**config.mk**
```make
export PLATFORM = sky130hd
export DESIGN_NAME = irq_vec_ctrl
export DESIGN_NICKNAME = d
export VERILOG_FILES = /design/src/rtl/irq_pkg.sv /design/src/rtl/irq_mc_timer.sv /design/src/rtl/irq_pin_sampler.sv /design/src/rtl/irq_arbiter.sv /design/src/rtl/irq_service_tracker.sv /design/src/rtl/irq_vec_ctrl.sv
export SDC_FILE = /design/constraint.sdc
export NUM_CORES = 1
export LEC_CHECK = 0
export ABC_CLOCK_PERIOD_IN_PS = 2000
export BUFFER_PORTS_ARGS = -buffer_cell sky130_fd_sc_hd__buf_2
export CAP_MARGIN = 25
export CORE_UTILIZATION = 43
export CTS_CLUSTER_SIZE = 25
export DETAILED_ROUTE_END_ITERATION = 12
export GPL_TIMING_DRIVEN = 0
export PLACE_DENSITY = 0.77
export SLEW_MARGIN = 20
export SYNTH_ARGS = -nofsm -noshare
export SYNTH_HDL_FRONTEND = slang
export SYNTH_SLANG_ARGS = --single-unit
```
**constraint.sdc**
```tcl
create_clock -name clk -period 2 [get_ports clk]
set_input_delay 0.5 -clock clk [delete_from_list [all_inputs] [get_ports clk]]
set_output_delay 0.5 -clock clk [all_outputs]
set_load 0.01 [all_outputs]
```
**src/rtl/irq_pkg.sv**
```systemverilog
package irq_pkg;
  localparam int NUM_EXT = 2;
  localparam int NUM_TMR = 2;
  localparam int NSRC    = NUM_EXT + NUM_TMR + 1;
  localparam int IDX_W   = $clog2(NSRC);
  localparam int SRC_SER = NSRC - 1;
  localparam int VEC_W   = 8;

  typedef struct packed {
    logic             req;
    logic             hi;
    logic [IDX_W-1:0] idx;
  } grant_t;

  // external pins and timers interleave in the index order
  function automatic int ext_slot(input int k);
    return 2 * k;
  endfunction

  function automatic int tmr_slot(input int k);
    return 2 * k + 1;
  endfunction

  // lowest set index wins
  function automatic logic [IDX_W-1:0] pick_first(input logic [NSRC-1:0] m);
    logic [IDX_W-1:0] p;
    p = '0;
    for (int i = NSRC - 1; i >= 0; i--)
      if (m[i]) p = IDX_W'(i);
    return p;
  endfunction

  function automatic logic [VEC_W-1:0] vec_of(input logic [IDX_W-1:0] idx,
                                              input int base, input int stride);
    return VEC_W'(base + stride * int'(idx));
  endfunction
endpackage

```
**src/rtl/irq_mc_timer.sv**
```systemverilog
module irq_mc_timer #(
  parameter int MC_CLKS = 12
) (
  input  logic clk,
  input  logic rst_n,
  output logic tick
);
  localparam int CW = (MC_CLKS > 1) ? $clog2(MC_CLKS) : 1;

  logic [CW-1:0] cnt_q;

  assign tick = (cnt_q == CW'(MC_CLKS - 1));

  always_ff @(posedge clk or negedge rst_n) begin
    if (!rst_n)    cnt_q <= '0;
    else if (tick) cnt_q <= '0;
    else           cnt_q <= cnt_q + 1'b1;
  end
endmodule

```
**src/rtl/irq_pin_sampler.sv**
```systemverilog
module irq_pin_sampler #(
  parameter int NPIN = 2
) (
  input  logic            clk,
  input  logic            rst_n,
  input  logic            tick,
  input  logic [NPIN-1:0] pin_n,
  input  logic [NPIN-1:0] edge_mode,
  input  logic [NPIN-1:0] clr,
  output logic [NPIN-1:0] req,
  output logic [NPIN-1:0] fall_seen
);
  for (genvar g = 0; g < NPIN; g++) begin : g_pin
    logic samp_q;
    logic flag_q;

    assign fall_seen[g] = tick & samp_q & ~pin_n[g] & edge_mode[g];
    assign req[g]       = edge_mode[g] ? flag_q : ~samp_q;

    always_ff @(posedge clk or negedge rst_n) begin
      if (!rst_n) begin
        samp_q <= 1'b1;
        flag_q <= 1'b0;
      end else begin
        if (tick) samp_q <= pin_n[g];
        if (fall_seen[g])  flag_q <= 1'b1;
        else if (clr[g])   flag_q <= 1'b0;
      end
    end
  end
endmodule

```
**src/rtl/irq_arbiter.sv**
```systemverilog
module irq_arbiter
  import irq_pkg::*;
#(
  parameter int VEC_BASE   = 3,
  parameter int VEC_STRIDE = 8
) (
  input  logic [NSRC-1:0]  pend,
  input  logic [NSRC-1:0]  en,
  input  logic [NSRC-1:0]  hi_sel,
  input  logic             gen,
  input  logic             busy_hi,
  input  logic             busy_lo,
  output grant_t           grant,
  output logic [VEC_W-1:0] vec
);
  logic [NSRC-1:0] eligible;
  logic [NSRC-1:0] hi_cand;
  logic [NSRC-1:0] lo_cand;

  assign eligible = pend & en & {NSRC{gen}};
  assign hi_cand  = eligible & hi_sel;
  assign lo_cand  = eligible & ~hi_sel;

  always_comb begin
    grant = '0;
    if (!busy_hi) begin
      if (|hi_cand) begin
        grant.req = 1'b1;
        grant.hi  = 1'b1;
        grant.idx = pick_first(hi_cand);
      end else if (!busy_lo && |lo_cand) begin
        grant.req = 1'b1;
        grant.idx = pick_first(lo_cand);
      end
    end
  end

  assign vec = grant.req ? vec_of(grant.idx, VEC_BASE, VEC_STRIDE) : '0;
endmodule

```
**src/rtl/irq_service_tracker.sv**
```systemverilog
module irq_service_tracker (
  input  logic clk,
  input  logic rst_n,
  input  logic take,
  input  logic take_hi,
  input  logic reti,
  output logic busy_hi,
  output logic busy_lo
);
  logic nxt_hi;
  logic nxt_lo;

  always_comb begin
    nxt_hi = busy_hi;
    nxt_lo = busy_lo;
    if (reti) begin
      if (busy_hi) nxt_hi = 1'b0;
      else         nxt_lo = 1'b0;
    end
    if (take) begin
      if (take_hi) nxt_hi = 1'b1;
      else         nxt_lo = 1'b1;
    end
  end

  always_ff @(posedge clk or negedge rst_n) begin
    if (!rst_n) begin
      busy_hi <= 1'b0;
      busy_lo <= 1'b0;
    end else begin
      busy_hi <= nxt_hi;
      busy_lo <= nxt_lo;
    end
  end
endmodule

```
**src/rtl/irq_vec_ctrl.sv**
```systemverilog
module irq_vec_ctrl
  import irq_pkg::*;
#(
  parameter int MC_CLKS    = 12,
  parameter int VEC_BASE   = 3,
  parameter int VEC_STRIDE = 8
) (
  input  logic                clk,
  input  logic                rst_n,
  input  logic                cfg_gen,
  input  logic [NSRC-1:0]     cfg_en,
  input  logic [NSRC-1:0]     cfg_hi,
  input  logic [NUM_EXT-1:0]  cfg_edge,
  input  logic [NUM_EXT-1:0]  ext_pin_n,
  input  logic [NUM_TMR-1:0]  tmr_ovf,
  input  logic                ser_req,
  input  logic                cpu_ack,
  input  logic                cpu_reti,
  output logic                irq_req,
  output logic                irq_hi,
  output logic [VEC_W-1:0]    irq_vec,
  output logic                busy_hi,
  output logic                busy_lo
);
  logic                tick;
  logic [NSRC-1:0]     pend;
  logic [NSRC-1:0]     clr;
  logic [NUM_EXT-1:0]  ext_req;
  logic [NUM_EXT-1:0]  ext_clr;
  logic [NUM_EXT-1:0]  ext_fall;
  logic [NUM_TMR-1:0]  tmr_flag_q;
  grant_t              grant;
  logic                take;

  irq_mc_timer #(.MC_CLKS(MC_CLKS)) u_mc (
    .clk(clk), .rst_n(rst_n), .tick(tick)
  );

  irq_pin_sampler #(.NPIN(NUM_EXT)) u_pins (
    .clk(clk), .rst_n(rst_n), .tick(tick),
    .pin_n(ext_pin_n), .edge_mode(cfg_edge), .clr(ext_clr),
    .req(ext_req), .fall_seen(ext_fall)
  );

  for (genvar k = 0; k < NUM_EXT; k++) begin : g_ext
    assign pend[ext_slot(k)] = ext_req[k];
    assign ext_clr[k]        = clr[ext_slot(k)];
  end

  for (genvar k = 0; k < NUM_TMR; k++) begin : g_tmr
    assign pend[tmr_slot(k)] = tmr_flag_q[k];
    always_ff @(posedge clk or negedge rst_n) begin
      if (!rst_n)                   tmr_flag_q[k] <= 1'b0;
      else if (tmr_ovf[k])          tmr_flag_q[k] <= 1'b1;
      else if (clr[tmr_slot(k)])    tmr_flag_q[k] <= 1'b0;
    end
  end

  assign pend[SRC_SER] = ser_req;

  irq_arbiter #(.VEC_BASE(VEC_BASE), .VEC_STRIDE(VEC_STRIDE)) u_arb (
    .pend(pend), .en(cfg_en), .hi_sel(cfg_hi), .gen(cfg_gen),
    .busy_hi(busy_hi), .busy_lo(busy_lo), .grant(grant), .vec(irq_vec)
  );

  assign take    = cpu_ack & grant.req;
  assign clr     = take ? (NSRC'(1) << grant.idx) : '0;
  assign irq_req = grant.req;
  assign irq_hi  = grant.hi;

  irq_service_tracker u_isr (
    .clk(clk), .rst_n(rst_n), .take(take), .take_hi(grant.hi),
    .reti(cpu_reti), .busy_hi(busy_hi), .busy_lo(busy_lo)
  );
endmodule

```
==> results.md, run 1 <==
* Outcome: complete, but fails checks
* Violated checks: setup timing
* Reg clk slew, reported paths at roughly 80 ps
* Yosys cell types at 44
* Synth Flop Type: dfrtp_1
* Placed cell count at around 160
* CORE AREA at about 2000 µm²
* CTS tree: built
* Reg-to-reg slack, setup at between 150 and 200 ps
* Initial Utilization at between 40% and 50%
* Min Clock Period, post-route at roughly 2200 ps
* Delay-heaviest family, CP: flip-flops
* Die Wd at between 40 and 50 µm
* Post-route DRC at 0
* Hold buffer count at cts at 0
* Worst Skew at about 4.3 ps
* RSZ-0062 raised after global routing: true
* Fillers at 176
* Main combinational cell family by area after synthesis: simple AND/OR/NAND/NOR gates
* H-tree depth at 1
* Die footprint at 2350 µm²
* Most frequent cells in the layout: 26 x buf_2, 13 x buf_4, 10 x dfrtp_1, 8 x nand2_1, 7 x nor2_1
* Antenna Cells at 0
* Max stage delay cell, worst path: dfstp_2
* Post-synth EDFFs at 0
* Largest net degree at the start of global routing at 13
* Fin nets at 168
* WL final at around 2300 µm
* CP most frequent cell: buf_6
* Yosys reg bits at 12
* Post-route ant nets at 0
* Setup WS post-layout at -246 ps
* Hold Crit Class: primary input to async pin
* Syn Area/Cell at around 9.4 µm²
* Crit-path max FO at 5
* Clk sink count at 12
* Sequential share of the synthesized area at around a third
* Final hold viol count at 0
* Leakage power at between 0.0006 and 0.0007 µW
* Global-route wire length before repair at 3860 µm
* Synth Warn # at 0
* Commonest non-fill, non-tap cell in the layout: buf_2
* Vias in the first global route at 951
* Area share of fa/ha/maj cells after synthesis at under 10%
* Mux cell area share after synthesis at ~3.6%
* Compound-Gate Fraction of Synth Area at a little over a fifth
* XOR/XNOR share of the synthesized area at less than 1%
* Worst VDD drop at between 0.4 and 0.5 mV
* CP Data Required Time at roughly 1500 ps
* Peak Freq at approximately 450 MHz
* Crit-path max cell delay at approximately 560 ps
* Clk_lat worst skew at 270 ps
* GRT overflow at 0
* Initial antenna violation count at 0
* CP arrival at about 1800 ps
* IO Port Bufs at 30
* GRT Total Usage at a little over a fifth
* Final-report max-slew violation count at 0
* Final setup fails at 7
* Initial DRC count at 12
* Crit-path cells: nor2_4, o21ai_4, a41oi_4, or2_4, buf_6, buf_6
* Vias at between 900 and 1k
* Crit Path Class: register to output port
* Root Buffer: clkbuf_4
* Cells after Synth at between 90 and 100
* Gpl congestion at 0.846
* # IOs at 34
* Die Ht at ~48 µm
* Drt via density at about 5.4
* Area grow syn2layout at 44.2%
* Startpoint Class: register
* Final period utilization at 112%
* # rows at 16
* Post-Synth Simple-Gate Area at between 30% and 40%
* Post-synth ARST share at between 90% and 100%
* Drt wl/cell at about 13 µm
* Min Hold Slack at ~96 ps
* Final non-filler cell total at around 170
* CP Buf/Inv Count at 2
* Inserted Clock Buffers at 3
* Cell Pwr Density at around 600 nW/µm²
* First-pass DRT Iterations at 4
* Number of max-cap violations at 0
* Share of layout cells above drive strength 1 at between 50 and 60%
* Clk buf depth at 2
* CP Capture Type: output port
* DP HPWL at about 1600 µm
* Post-Syn Area at slightly above 900 µm²
## repair_timing
item,4_1_cts,5_1_grt
resized for setup,9,8
pin swaps,8,3
setup buffers,6,3
setup endpoints to repair,7,7
## per-stage QoR
stage          TNS, ps  instance area (µm²)  setup WS (ps)  power (µW)  utilization, %
4_1_cts          -1200                 1280           -226         784            64.0
6_report         -1310                 1340           -246         806            66.9
2_1_floorplan        0                  970           16.8         464               -
3_3_place_gp     -1520                 1150           -350         541            57.6
3_5_place_dp     -1600                 1150           -364         546            57.6
5_1_grt          -1790                 1340           -320         855            66.9
## path summary, 6_finish.rpt
| path | from | to | cells past startpoint |
|---|---|---|---|
| min in group clk | u_mc.cnt_q[0] | u_mc.cnt_q[0] | 1 |
| worst min register to register | u_mc.cnt_q[0] | u_mc.cnt_q[0] | 1 |
| worst max register to register | pend[1] | pend[1] | 6 |
| max in group asynchronous | rst_n | u_pins.g_pin[0].samp_q | 1 |
| worst min-delay path | rst_n | u_mc.cnt_q[3] | 1 |
| worst max-delay path | u_pins.g_pin[1].samp_q | irq_vec[1] | 6 |
## metal layers
layer  part of all wire (%)  vias to the layer above  GRT usage, %
li1                       -                      446             -
met1                     40                      431          21.2
met2                     51                       35          38.5
met3                    5.9                       13          5.03
met4                    3.2                        0          11.8
met5                      0                        -             0
## flip-flops by register name (all words and copies together), names as in the netlist
name	count
u_mc.cnt_q	4
u_pins.g_pin.flag_q	2
u_isr.busy_hi	1
u_pins.g_pin.samp_q	2
u_isr.busy_lo	1
pend	2
## final cells by class
type / count / area, µm² / area share [%]
Buffer: 6 / 56.3 / 4.21
Clock buffer: 4 / 36.3 / 2.71
Inverter: 4 / 15.0 / 1.12
Multi-Input combinational cell: 79 / 656 / 49.0
Sequential cell: 12 / 303 / 22.6
Tap cell: 27 / 33.8 / 2.52
Timing Repair Buffer: 39 / 239 / 17.9
## cell families (layout without fill, tap and decap cells)
kind of cell               after synthesis  after routing
DFF                                     12             12
adders and majority gates                1              1
muxes                                    3              3
other                                    1              3
buffers and inverters                   10             53
AOI/OAI and AO/OA                       22             22
and+or+nand+nor                         49             49
xor gates and xnor gates                 1              1
## Yosys cell counts, drive strengths merged, types with 3 or more instances
cell type	instances	area, µm²
a31oi	4	46.3
nand2	8	30.0
nand3	3	15.0
a41oi	3	41.3
o21ai	5	28.8
nand2b	3	18.8
nor3	3	15.0
mux2	3	33.8
buf	6	48.8
nor2	10	37.5
nand4	4	31.3
a21oi	5	28.8
inv	4	15.0
dfrtp	10	250
## power breakdown
| part | internal, µW | switching (µW) | total [µW] | leakage, µW |
|---|---|---|---|---|
| Sequential | 262 | 20.2 | 282 | 0.000143 |
| Clock | 111 | 83.0 | 194 | 0.0000210 |
| Combinational | 175 | 155 | 330 | 0.000447 |
| Total | 548 | 258 | 806 | 0.000611 |
Power figures use the tool's default switching activity.
==> run 2: changes to the inputs <==
--- a/config.mk
+++ b/config.mk
@@ -6,13 +6,13 @@
 export NUM_CORES = 1
 export LEC_CHECK = 0
 export ABC_CLOCK_PERIOD_IN_PS = 2000
-export BUFFER_PORTS_ARGS = -buffer_cell sky130_fd_sc_hd__buf_2
 export CAP_MARGIN = 25
-export CORE_UTILIZATION = 43
+export CORE_UTILIZATION = 40
 export CTS_CLUSTER_SIZE = 25
 export DETAILED_ROUTE_END_ITERATION = 12
+export DONT_BUFFER_PORTS = 1
 export GPL_TIMING_DRIVEN = 0
-export PLACE_DENSITY = 0.77
+export PLACE_DENSITY = 0.59
 export SLEW_MARGIN = 20
 export SYNTH_ARGS = -nofsm -noshare
 export SYNTH_HDL_FRONTEND = slang
==> run 2 against run 1 <==
  * The flow finishes with violations (DRC, setup timing)
  * Sequential power increased by 2%
  * Via count decreased by 15%
  * Design area decreased by 15%
  * Worst setup slack improved by 44 ps
  * Final cell count decreased by 19%
  * Worst hold slack got worse by 41 ps
  * Fmax increased by 2.0%
  * Combinational power decreased by 28%
==> results.md, run 2 (same netlist as run 1, synthesis figures left out) <==
* Outcome: complete, but fails checks
* Violated checks: DRC, setup timing
* Sw frac at between 30% and 40%
* Drt via density at between 5 and 6
* Clk sink count at 12
* Internal power at slightly below 500 µW
* Vias at ~790
* Slew headroom at around 65%
* # IOs at 34
* Share of layout cells above drive strength 1 at ~44%
* Die footprint at between 2000 and 3000 µm²
* H-tree depth at 1
* Final-report max-slew violation count at 0
* Post-route DRC at 2
* Final hold viol count at 0
* Reg2reg start: u_pins.g_pin[0].samp_q
* CP Data Required Time at around 1500 ps
* Worst Skew at 2.36 ps
* Initial DRC count at 12
* CORE AREA at 2190 µm²
* Sequential fraction of design power at around two fifths
* Reg clk slew, reported paths at approximately 80 ps
* RR Endpoint: pend[1]
* Clk buf depth at 2
* Setup WS post-layout at -202 ps
* Initial antenna violation count at 0
* Gpl congestion at ~0.73
* Placed cell count at ~130
* Area grow syn2layout at 23.2%
* First-pass DRT Iterations at 8
* GRT overflow at 0
* CP Capture Type: output port
* Die Wd at 50.2 µm
* Crit-path max FO at 5
* Root Buffer: clkbuf_4
* Die Ht at ~50 µm
* Worst VDD drop at about 0.36 mV
* GRT Total Usage at between 15 and 20%
* Startpoint Class: register
* Min Clock Period, post-route at ~2200 ps
* Peak Freq at 454 MHz
* Crit Path Class: register to output port
* Register name with the most flops: u_mc.cnt_q
* Switching power of the nets at approximately 230 µW
* Reg-to-reg slack, setup at ~90 ps
* CP arrival at 1700 ps
* Sequential cell area at just over 300 µm²
* CTS tree: built
* Cell Pwr Density at 634 nW/µm²
* Post-route ant nets at 0
* Drt wl/cell at ~15 µm
* Largest register FFs at 4
* Min Hold Slack at about 55 ps
* RSZ-0062 raised after global routing: true
* IO Port Bufs at 0
* Antenna Cells at 0
* Initial Utilization at a little over two fifths
* Inserted Clock Buffers at 3
* Worst Setup SP: u_pins.g_pin[1].samp_q
* DP HPWL at approximately 1600 µm
* Hold Crit Class: primary input to async pin
* Leakage power at 0.000471 µW
* Clk pwr share at between 20% and 30%
* Commonest non-fill, non-tap cell in the layout: dfrtp_1
* Clk_lat worst skew at around 270 ps
* Global-route wire length before repair at ~3300 µm
* FF-to-FF path depth at 8
* Largest net degree at the start of global routing at 11
* Most frequent cells in the layout: 10 x dfrtp_1, 8 x nand2_1, 8 x buf_4, 7 x nor2_1, 4 x inv_1
* Area of the multi-input gates at between 600 and 700 µm²
* Fillers at between 200 and 250
* Fin nets at between 100 and 150
* Final non-filler cell total at around 140
* Worst slew pin tran at approximately 520 ps
* Number of max-cap violations at 0
* Vias in the first global route at between 700 and 800
* WL final at a little over 2000 µm
* Final setup fails at 6
* Final period utilization at 110%
* # rows at 17
* Combinational share of power at around 33%
## run 2: metrics by stage
stage	TNS, ps	instance area [µm²]	util [%]	power (µW)	setup WS (ps)
after floorplan	0	970	-	464	16.8
after global placement	-281	1000	45.9	488	-126
after detailed placement	-290	1000	45.9	491	-129
after CTS	-1040	1080	49.5	707	-228
after global routing	-1210	1140	52.2	766	-265
final	-801	1140	52.2	726	-202
## run 2: critical path, cell delays in order, from the launching register on
cell     delay [ps]
dfstp_2         560
nor2_4           50
o21ai_4         190
a41oi_4         180
or2_4           300
buf_6           130
## run 2: how the worst max path moves through the flow
| stage | slack (ps) | depth (start not counted) | end |
|---|---|---|---|
| global placement | -130 | 6 | irq_vec[3] |
| global route | -270 | 5 | irq_vec[0] |
| detailed placement | -130 | 6 | irq_vec[3] |
| floorplan | 20 | 5 | irq_vec[0] |
| finish | -200 | 5 | irq_vec[1] |
| CTS | -230 | 5 | irq_vec[1] |
## run 2: power by group through the flow
| stage | clock network (µW) | logic, µW | registers [µW] |
|---|---|---|---|
| final | 199 | 239 | 287 |
| after global routing | 217 | 258 | 291 |
| after CTS | 204 | 218 | 285 |
| after detailed placement | 0 | 201 | 290 |
| after global placement | 0 | 198 | 289 |
| after floorplan | 0 | 179 | 285 |
## run 2: final cells by class
cell class | instances | area share (%)
Sequential cell | 12 | 26.5
Buffer | 6 | 4.92
Tap cell | 28 | 3.06
Multi-Input combinational cell | 79 | 56.9
Timing Repair Buffer | 6 | 4.16
Inverter | 4 | 1.31
Clock buffer | 4 | 3.17
## run 2: per-layer routing
| layer | track usage, % | vias to the layer above | share of wire [%] | routed length, µm |
|---|---|---|---|---|
| li1 | - | 381 | - | - |
| met1 | 19.2 | 381 | 42 | 866 |
| met2 | 30.2 | 22 | 50 | 1020 |
| met3 | 4.55 | 4 | 6.0 | 123 |
| met4 | 10.0 | 0 | 1.4 | 29 |
| met5 | 0 | - | 0 | 0 |
## run 2: what timing repair did
action	in CTS	in global routing
endpoints found under the setup margin	6	6
hold buffers	1	0
gates resized for setup	6	7
endpoints found under the hold margin	10	0
pin swaps	5	8
buffers inserted	2	3
